File: src/rtl/var_page_tlb.sv
module var_page_tlb #(
  parameter int ENTRIES = 16,
  parameter int IDX_W   = $clog2(ENTRIES)
) (
  input  logic             clk,
  input  logic             rst_n,
  input  logic             req_valid,
  input  logic [31:0]      req_ea,
  input  logic [1:0]       req_kind,
  input  logic             req_user,
  input  logic             msr_is,
  input  logic             msr_ds,
  input  logic [7:0]       req_pid,
  input  logic             wr_en,
  input  logic [IDX_W-1:0] wr_idx,
  input  logic [31:0]      wr_epn,
  input  logic [3:0]       wr_size,
  input  logic             wr_valid,
  input  logic             wr_ts,
  input  logic [7:0]       wr_tid,
  input  logic [31:0]      wr_rpn,
  input  logic [5:0]       wr_perm,
  input  logic [1:0]       wr_attr,
  output logic             rsp_valid,
  output logic             rsp_hit,
  output logic [2:0]       rsp_fault,
  output logic [31:0]      rsp_ra,
  output logic [IDX_W-1:0] rsp_idx,
  output logic [1:0]       rsp_attr
);

  localparam logic [2:0] F_NONE = 3'd0;
  localparam logic [2:0] F_DMISS = 3'd1;
  localparam logic [2:0] F_IMISS = 3'd2;
  localparam logic [2:0] F_IRGT = 3'd3;
  localparam logic [2:0] F_DRGT = 3'd4;

  logic [31:0] t_epn  [ENTRIES];
  logic [31:0] t_rpn  [ENTRIES];
  logic [3:0]  t_size [ENTRIES];
  logic        t_v    [ENTRIES];
  logic        t_ts   [ENTRIES];
  logic [7:0]  t_tid  [ENTRIES];
  logic [5:0]  t_perm [ENTRIES];
  logic [1:0]  t_attr [ENTRIES];

  function automatic logic [31:0] page_mask(input logic [3:0] sz);
    logic [5:0] sh;
    sh = 6'd10 + {1'b0, sz, 1'b0};
    return (sh >= 6'd32) ? 32'h0 : (32'hFFFF_FFFF << sh);
  endfunction

  always_ff @(posedge clk) begin
    if (!rst_n) begin
      for (int i = 0; i < ENTRIES; i++) begin
        t_v[i]    <= 1'b0;
        t_ts[i]   <= 1'b0;
        t_tid[i]  <= 8'h0;
        t_epn[i]  <= 32'h0;
        t_rpn[i]  <= 32'h0;
        t_size[i] <= 4'd0;
        t_perm[i] <= 6'h0;
        t_attr[i] <= 2'b00;
      end
      t_v[0] <= 1'b1; t_epn[0] <= 32'hF000_0000; t_rpn[0] <= 32'hF000_0000;
      t_size[0] <= 4'd9; t_perm[0] <= 6'b111111; t_attr[0] <= 2'b11;
      t_v[1] <= 1'b1; t_epn[1] <= 32'h4000_0000; t_rpn[1] <= 32'h4000_0000;
      t_size[1] <= 4'd9; t_perm[1] <= 6'b001111; t_attr[1] <= 2'b11;
      t_v[2] <= 1'b1; t_epn[2] <= 32'h8000_0000; t_rpn[2] <= 32'h8000_0000;
      t_size[2] <= 4'd1; t_perm[2] <= 6'b111111; t_attr[2] <= 2'b00;
      t_v[3] <= 1'b1; t_epn[3] <= 32'h0000_0000; t_rpn[3] <= 32'h0000_0000;
      t_size[3] <= 4'd9; t_perm[3] <= 6'b111111; t_attr[3] <= 2'b11;
    end else if (wr_en) begin
      t_v[wr_idx]    <= wr_valid;
      t_ts[wr_idx]   <= wr_ts;
      t_tid[wr_idx]  <= wr_tid;
      t_epn[wr_idx]  <= wr_epn;
      t_rpn[wr_idx]  <= wr_rpn;
      t_size[wr_idx] <= wr_size;
      t_perm[wr_idx] <= wr_perm;
      t_attr[wr_idx] <= wr_attr;
    end
  end

  wire is_fetch = (req_kind == 2'b00);
  wire is_write = req_kind[1];
  wire space    = is_fetch ? msr_is : msr_ds;

  logic [ENTRIES-1:0] match;
  for (genvar g = 0; g < ENTRIES; g++) begin : g_cmp
    wire [31:0] m = page_mask(t_size[g]);
    assign match[g] = t_v[g] && (t_ts[g] == space) &&
                      ((t_tid[g] == 8'h0) || (t_tid[g] == req_pid)) &&
                      ((t_epn[g] & m) == (req_ea & m));
  end

  logic             any;
  logic [IDX_W-1:0] sel;
  always_comb begin
    any = 1'b0;
    sel = '0;
    for (int i = ENTRIES - 1; i >= 0; i--) begin
      if (match[i]) begin
        any = 1'b1;
        sel = IDX_W'(i);
      end
    end
  end

  wire [5:0]  p     = t_perm[sel];
  wire [31:0] smask = page_mask(t_size[sel]);
  wire right = is_fetch ? (req_user ? p[5] : p[4]) :
               is_write ? (req_user ? p[1] : p[0]) :
                          (req_user ? p[3] : p[2]);
  wire [2:0] fault = !any ? (is_fetch ? F_IMISS : F_DMISS) :
                     right ? F_NONE : (is_fetch ? F_IRGT : F_DRGT);
  wire [31:0] ra = (t_rpn[sel] & smask) | (req_ea & ~smask);

  always_ff @(posedge clk) begin
    if (!rst_n) begin
      rsp_valid <= 1'b0;
      rsp_hit   <= 1'b0;
      rsp_fault <= F_NONE;
      rsp_ra    <= 32'h0;
      rsp_idx   <= '0;
      rsp_attr  <= 2'b00;
    end else begin
      rsp_valid <= req_valid;
      rsp_hit   <= req_valid && any;
      rsp_fault <= req_valid ? fault : F_NONE;
      rsp_ra    <= (req_valid && fault == F_NONE) ? ra : 32'h0;
      rsp_idx   <= (req_valid && any) ? sel : '0;
      rsp_attr  <= (req_valid && any) ? t_attr[sel] : 2'b00;
    end
  end

endmodule


File: config.mk
export PLATFORM = sky130hd
export DESIGN_NAME = var_page_tlb
export DESIGN_NICKNAME = d
export VERILOG_FILES = /design/src/rtl/var_page_tlb.sv
export SDC_FILE = /design/constraint.sdc
export NUM_CORES = 2
export LEC_CHECK = 0
export BUFFER_PORTS_ARGS = -buffer_cell sky130_fd_sc_hd__buf_2
export CORE_MARGIN = 10
export CORE_UTILIZATION = 50
export CTS_BUF_LIST = sky130_fd_sc_hd__clkbuf_4 sky130_fd_sc_hd__clkbuf_8
export CTS_CLUSTER_SIZE = 30
export DETAILED_ROUTE_END_ITERATION = 16
export GPL_ROUTABILITY_DRIVEN = 0
export PLACE_DENSITY = 0.72
export SLEW_MARGIN = 20
export SYNTH_ARGS = -nofsm -noshare
export SYNTH_HDL_FRONTEND = slang
export SYNTH_SLANG_ARGS = --single-unit
File: constraint.sdc
create_clock -name clk -period 24.4 [get_ports clk]
set_input_delay 4.88 -clock clk [delete_from_list [all_inputs] [get_ports clk]]
set_output_delay 4.88 -clock clk [all_outputs]
set_load 0.05 [all_outputs]
# [After elaboration in Yosys (flattened, before gate mapping)]
# Memories as Yosys holds them, arrays and structs flattened. A register that Yosys moved wholly into a read port is not among the register bits.
# Index checks and enable logic that the tools add are counted.
[totals] memories=8 output_inout_bits=43 ff_bits=41 ramBits=1376 word_cells=379 in_bits=139
[op_classes] addsub=17 bitwise=60 reduce_logical=96 n_lt_le_gt_ge=17 eq_ne=48 shifts=17 mux=111
[mem_list] memory="t_epn" words=16 word_bits=32 rd=16 rd_ports_with_merged_regs=0 write_ports=16 line="38" source="logic [31:0] t_epn [ENTRIES];"
[mem_list] memory="t_rpn" words=16 word_bits=32 rd=1 rd_ports_with_merged_regs=0 write_ports=16 line="39" source="logic [31:0] t_rpn [ENTRIES];"
[mem_list] memory="t_tid" words=16 word_bits=8 rd=16 rd_ports_with_merged_regs=0 write_ports=16 line="43" source="logic [7:0] t_tid [ENTRIES];"
[mem_list] memory="t_perm" words=16 word_bits=6 rd=1 rd_ports_with_merged_regs=0 write_ports=16 line="44" source="logic [5:0] t_perm [ENTRIES];"
[mem_list] memory="t_size" words=16 word_bits=4 rd=17 rd_ports_with_merged_regs=0 write_ports=16 line="40" source="logic [3:0] t_size [ENTRIES];"
[mem_list] memory="t_attr" words=16 word_bits=2 rd=1 rd_ports_with_merged_regs=1 write_ports=16 line="45" source="logic [1:0] t_attr [ENTRIES];"
[mem_list] memory="2 more memories"
[ops] cell="$and A32 B32 Y32" n=34
[ops] cell="$mux W32" n=27
[ops] cell="$shl A32 B6 Y32 const A" n=17
[ops] cell="$eq A32 B32 Y1" n=16
[ops] cell="$eq A8 B8 Y1" n=16
[ops] cell="$logic_not A8 Y1" n=16
[ops] cell="$mux W4" n=29
[ops] cell="$add A4 B5 Y6 const A" n=17
[ops] cell="$ge A6 B6 Y1 const B" n=17
[ops] cell="$reduce_or A32 Y1" n=2
[ops] cell="$logic_and A1 B1 Y1" n=50
[ops] cell="$mux W1" n=40
[ops] cell="$not A32 Y32" n=1
[ops] cell="$or A32 B32 Y32" n=1
[ops] cell="$mux W6" n=5
[ops] cell="$or A1 B1 Y1" n=24
[ops] cell="$eq A1 B1 Y1" n=16
[ops] cell="$logic_or A1 B1 Y1" n=16
[ops] cell="$mux W2" n=6
[ops] cell="$mux W3" n=3
[ops] cell="$mux W8" n=1
[ops] cell="$reduce_or A8 Y1" n=1
[ops] cell="$reduce_and A2 Y1" n=3
[ops] cell="$reduce_or A6 Y1" n=1
[ops] cell="other kinds (6)" n=7

# [Longest topological paths before layout]
# An unclocked memory read counts as a cell.
[depth] depth_word=31 depth_mapped=28 depth_no_buf=25

# [Least setup slack after synthesis]
# OpenSTA, ideal clock, no wires.
[synth_timing] path_type="input -> register" start="input rst_n" end="memory t_attr[2][0], enable pin" setup_ns=0.642 required_ns=23.758 path_buffers=2 slack_ns=12.250 arrival_time_ns=11.507 stages=5 cell_sequence="nand2_1 > or3_1 > clkbuf_1 > clkbuf_1 > o21ai_0"
[synth_rtl] element="start: declaration" line="6" source="input logic rst_n,"
[synth_rtl] element="end: declaration" line="45"

# [Worst setup path after layout]
[layout_timing] start="input req_ea[27]" end="register rsp_ra[3]"
[layout_via] elab_chain_len=28 elab_cells_between_ends=101 classes_between="add/sub (1); order compare (1); eq/ne (16); shift (1); mux (40); bitwise (20); reduce/logical (19); memory (3)"
[layout_rtl] element="start: declaration" line="8" source="input logic [31:0] req_ea,"
[layout_rtl] element="parallel branches: the longest is 28 deep, another holds $and A32 B32 Y32"
[layout_rtl] element="end signal: assignment" line="131" source="rsp_ra <= (req_valid && fault == F_NONE) ? ra : 32'h0;"
[layout_rtl] element="end: declaration" line="27" source="output logic [31:0] rsp_ra,"
# Parallel ways; which one is timed is not known.
# A chain may end at the register's enable or synchronous reset.

==> qor.csv <==
stage;metric;value;unit
setup_path;slowest cell delay on critical path;930;ps
layout;Area Overhead vs Synth;10.0;%
die;Die W;399;µm
route;DRT antenna net count;0;
synthesis;Synth Cell Area;0.0717;mm²
timing;max_slew headroom;22.6;%
clocking;H-tree levels;4;
layout;layout cell share with drive strength beyond 1;12.6;%
route;Vias;49600;
setup_path;reg2reg setup slack;16690;ps
synthesis;Post-Synthesis Cells;5976;
power;Peak VDD IR;0.0000510;V
synthesis;Post-synth EDFFs;1344;
setup_path;crit end category;flip-flop;
clocking;setup bufs post-CTS;0;
timing;RSZ-0062 raised after global routing;no;
setup_path;CP max-delay cell;a21oi_1;
clocking;worst-case clock buffer depth;3;
setup_path;most used cell along the critical path;a21oi_1;
synthesis;Synth Area per Inst;12.0;µm²
setup_path;worst setup path category;in2reg;
grt;largest net degree at the start of global routing;146;
clocking;root buffer cell;clkbuf_8;
route;DR WL/cell;28.7;µm
clocking;post-CTS sizing;0;
min_path;HP Class;reg2reg;
setup_path;Worst R2R End;rsp_ra[6]$_SDFF_PN0_;
setup_path;Critical Path AT;12020;ps
timing;Final Setup Violations;0;
setup_path;CP Data Required Time;25280;ps
clocking;Num Clock Sinks;1419;
die;Die Span Y;399;µm
timing;Max Clk Rate;0.0898;GHz
timing;Worst Clk Skew;59.3;ps
grt;vias in the first global route;48500;
route;DR vias/cell;6.10;
clocking;Hold Buf Count CTS;0;
timing;final hold violation count;0;
placed_design;# port buffers;181;
timing;Worst Tran Pin Value;1160;ps
setup_path;worst r2r path cells;23;
setup_path;crit-path max FO;145;
route;Detailed Route WL;233;mm
timing;sum of negative setup slack;0;ps
setup_path;Reg-to-Reg Start;t_size[15][1]$_SDFFCE_PN0P_;
synthesis;#FFs+latches synth;1419;
die;row cnt;138;
clocking;CTS tree;yes;
die;Die ar.;0.159;mm²
grt;first-pass GRT wire length;332;mm
min_path;Hold Crit Start;t_v[11]$_DFF_P_;
setup_path;crit path cell chain;buf_2, xnor2_1, nand4_1, nor4_1, a41oi_1, o41ai_1, a21oi_1, o221ai_1, or2_1, o2bb2ai_4, buf_4, buf_12, mux2_2, nor2_1, a211oi_1, a21oi_1, a21oi_1, nand3_1, a21oi_1;
setup_path;crit start category;input port;
grt;initial antenna violation count;45;
synthesis;syn nets;6183;
setup_path;Buffers & Inverters on Critical Path;3;
grt;GRT overflow;0;
outcome;status;finished, final reports clean;
layout;Fillers;11700;
die;starting density of the core;50.5;%
clocking;clock-pin slew on the worst setup and hold paths;60;ps
route;drt first-iter violations;5889;
min_path;hold path depth;2;
power;pwr/cell area;69.4;mW/mm²
die;core area;0.142;mm²
synthesis;most used flip-flop cell after synthesis;edfxtp_1;
power;Total Power;0.00547;W
layout;nets;6227;
placed_design;DP HPWL;143;mm
clocking;Clock Latency Late Sink;970;ps
synthesis;ys async rst share;0;%
route;Pre-antenna DRT Iters;6;
setup_path;instance count on the critical path;19;
setup_path;top cell family by delay on the critical path;compound AO/OA/AOI/OAI gates;
synthesis;sequential share of the synthesized area;58.4;%
min_path;Worst Hold Path EP;t_v[11]$_DFF_P_;
power;Leakage Power;28.5;nW
route;# DRC;0;
timing;Final Max Tran Viols;0;
job;Max Cap Viol;0;
die;# IOs;182;
timing;Final period util;45.7;%
grt;GRT Overall Usage;28.5;%
synthesis;Ys Warns;0;
synthesis;Yosys cell types;90;
clocking;CTS buffer count;228;
timing;Final min period;11140;ps
## through the flow
| stage | hold slack, ps | cell area (µm²) | worst slack (ps) | std cells | utilization [%] |
|---|---|---|---|---|---|
| after global routing | 488 | 78900 | 13000 | 8124 | 55.5 |
| final | 459 | 78900 | 13260 | 8129 | 55.5 |
| after CTS | 462 | 78800 | 13600 | 8103 | 55.4 |
| after detailed placement | 453 | 74200 | 12540 | 7677 | 52.2 |
| after global placement | 441 | 74200 | 12610 | 7677 | 52.2 |
| after floorplan | 431 | 71700 | 12250 | 5976 | - |
## layout by cell type (no fill, tap or decap), types with 15 or more instances in the layout
| master | n |
|---|---|
| a211oi_1 | 140 |
| a21boi_0 | 18 |
| a21oi_1 | 232 |
| a22oi_1 | 19 |
| and2_0 | 27 |
| and2_1 | 1114 |
| and3_1 | 230 |
| buf_2 | 181 |
| buf_4 | 89 |
| clkbuf_4 | 82 |
| clkbuf_8 | 250 |
| clkinv_1 | 44 |
| clkinv_2 | 36 |
| dfxtp_1 | 75 |
| diode_2 | 23 |
| edfxtp_1 | 1344 |
| ha_1 | 68 |
| inv_1 | 88 |
| mux2_2 | 61 |
| mux2i_1 | 261 |
| nand2_1 | 253 |
| nand2b_1 | 27 |
| nand3_1 | 80 |
| nand4_1 | 74 |
| nor2_1 | 133 |
| nor3_1 | 30 |
| nor4_1 | 52 |
| o21a_1 | 15 |
| o21ai_0 | 160 |
| o31ai_1 | 20 |
| or3_1 | 40 |
| xnor2_1 | 449 |
| xor2_1 | 223 |
## kinds of logic (layout without fill, tap and decap cells)
logic type / Yosys count / in the layout / share of synthesized area [%]
AO/OA/AOI/OAI: 806 / 806 / 7.31
XOR/XNOR: 672 / 672 / 8.21
adder cells (fa/ha/maj): 72 / 72 / 1.24
buffers and inverters: 551 / 791 / 3.12
flip-flops: 1419 / 1419 / 58.4
multiplexers: 324 / 324 / 4.65
other: 0 / 23 / 0
AND/OR/NAND/NOR: 2132 / 2132 / 17.1
## synth_stat cells (all sizes together), types with 75 or more instances
cell type	count	area share [%]
a211oi	140	1.5
a21oi	234	1.6
and2	1142	10
and3	230	2.0
buf	108	0.80
clkbuf	354	1.9
dfxtp	75	2.1
edfxtp	1344	56
inv	89	0.47
mux2i	261	3.6
nand2	254	1.3
nand3	80	0.56
nor2	147	0.77
o21ai	177	1.2
xnor2	449	5.5
xor2	223	2.7
## layer usage
| layer | vias up | GRT usage, % | share of wire, % |
|---|---|---|---|
| li1 | 21500 | - | - |
| met1 | 24400 | 35.4 | 37 |
| met2 | 3040 | 45.5 | 47 |
| met3 | 660 | 7.03 | 11 |
| met4 | 34 | 16.0 | 5.6 |
| met5 | - | 0 | 0.11 |
## flip-flops by register name, indices dropped and copies added (netlist names)
| signal | flops |
|---|---|
| t_attr | 32 |
| rsp_hit | 1 |
| t_tid | 128 |
| t_size | 64 |
| rsp_attr | 2 |
| t_rpn | 512 |
| t_perm | 96 |
| t_epn | 512 |
| rsp_fault | 3 |
| t_v | 16 |
| t_ts | 16 |
| rsp_valid | 1 |
| rsp_idx | 4 |
| rsp_ra | 32 |
## cell type report
cell class / instances / area, µm² / share of cell area (%)
multi-input cells: 4006 / 28000 / 35.5
diodes: 23 / 57.6 / 0.0730
flip-flops and latches: 1419 / 41900 / 53.1
well taps: 1890 / 2360 / 3.00
clock buffers: 332 / 4060 / 5.14
inverters: 89 / 335 / 0.425
clock inverters: 94 / 559 / 0.709
repair buffers: 276 / 1690 / 2.14
## worst max-delay path by stage
| stage | from | end | slack, ps |
|---|---|---|---|
| final | req_ea[27] | rsp_ra[3]$_SDFF_PN0_ | 13260 |
| after global routing | req_ea[27] | rsp_ra[18]$_SDFF_PN0_ | 13000 |
| after CTS | req_ea[27] | rsp_ra[6]$_SDFF_PN0_ | 13600 |
| after detailed placement | req_ea[28] | rsp_ra[7]$_SDFF_PN0_ | 12540 |
| after global placement | req_ea[29] | rsp_ra[7]$_SDFF_PN0_ | 12610 |
| after floorplan | rst_n | t_attr[2][0]$_SDFFCE_PN0P_ | 12250 |
## worst reg2reg max path: stages, from the launching register on
cell	delay, ps
edfxtp_1	490
ha_1	260
inv_1	60
ha_1	420
nor2b_1	430
o2111a_1	320
a31oi_1	230
or2_2	390
a211oi_1	350
o2111ai_1	290
a221oi_4	580
o21a_4	550
buf_4	520
mux2_2	410
a221oi_1	260
a22o_1	290
inv_1	90
ha_1	210
inv_1	80
nand2_1	70
or4_4	450
a21oi_1	540
mux2i_1	260
nor2_1	50
## power breakdown
group | internal [W] | leakage (nW) | total [W] | switching (W)
clock network | 0.00110 | 2.47 | 0.00209 | 0.000988
logic | 0.000164 | 12.5 | 0.000524 | 0.000359
registers | 0.00280 | 13.4 | 0.00286 | 0.0000619
total | 0.00406 | 28.5 | 0.00547 | 0.00141
No activity file was read; power rests on OpenSTA's default activity.
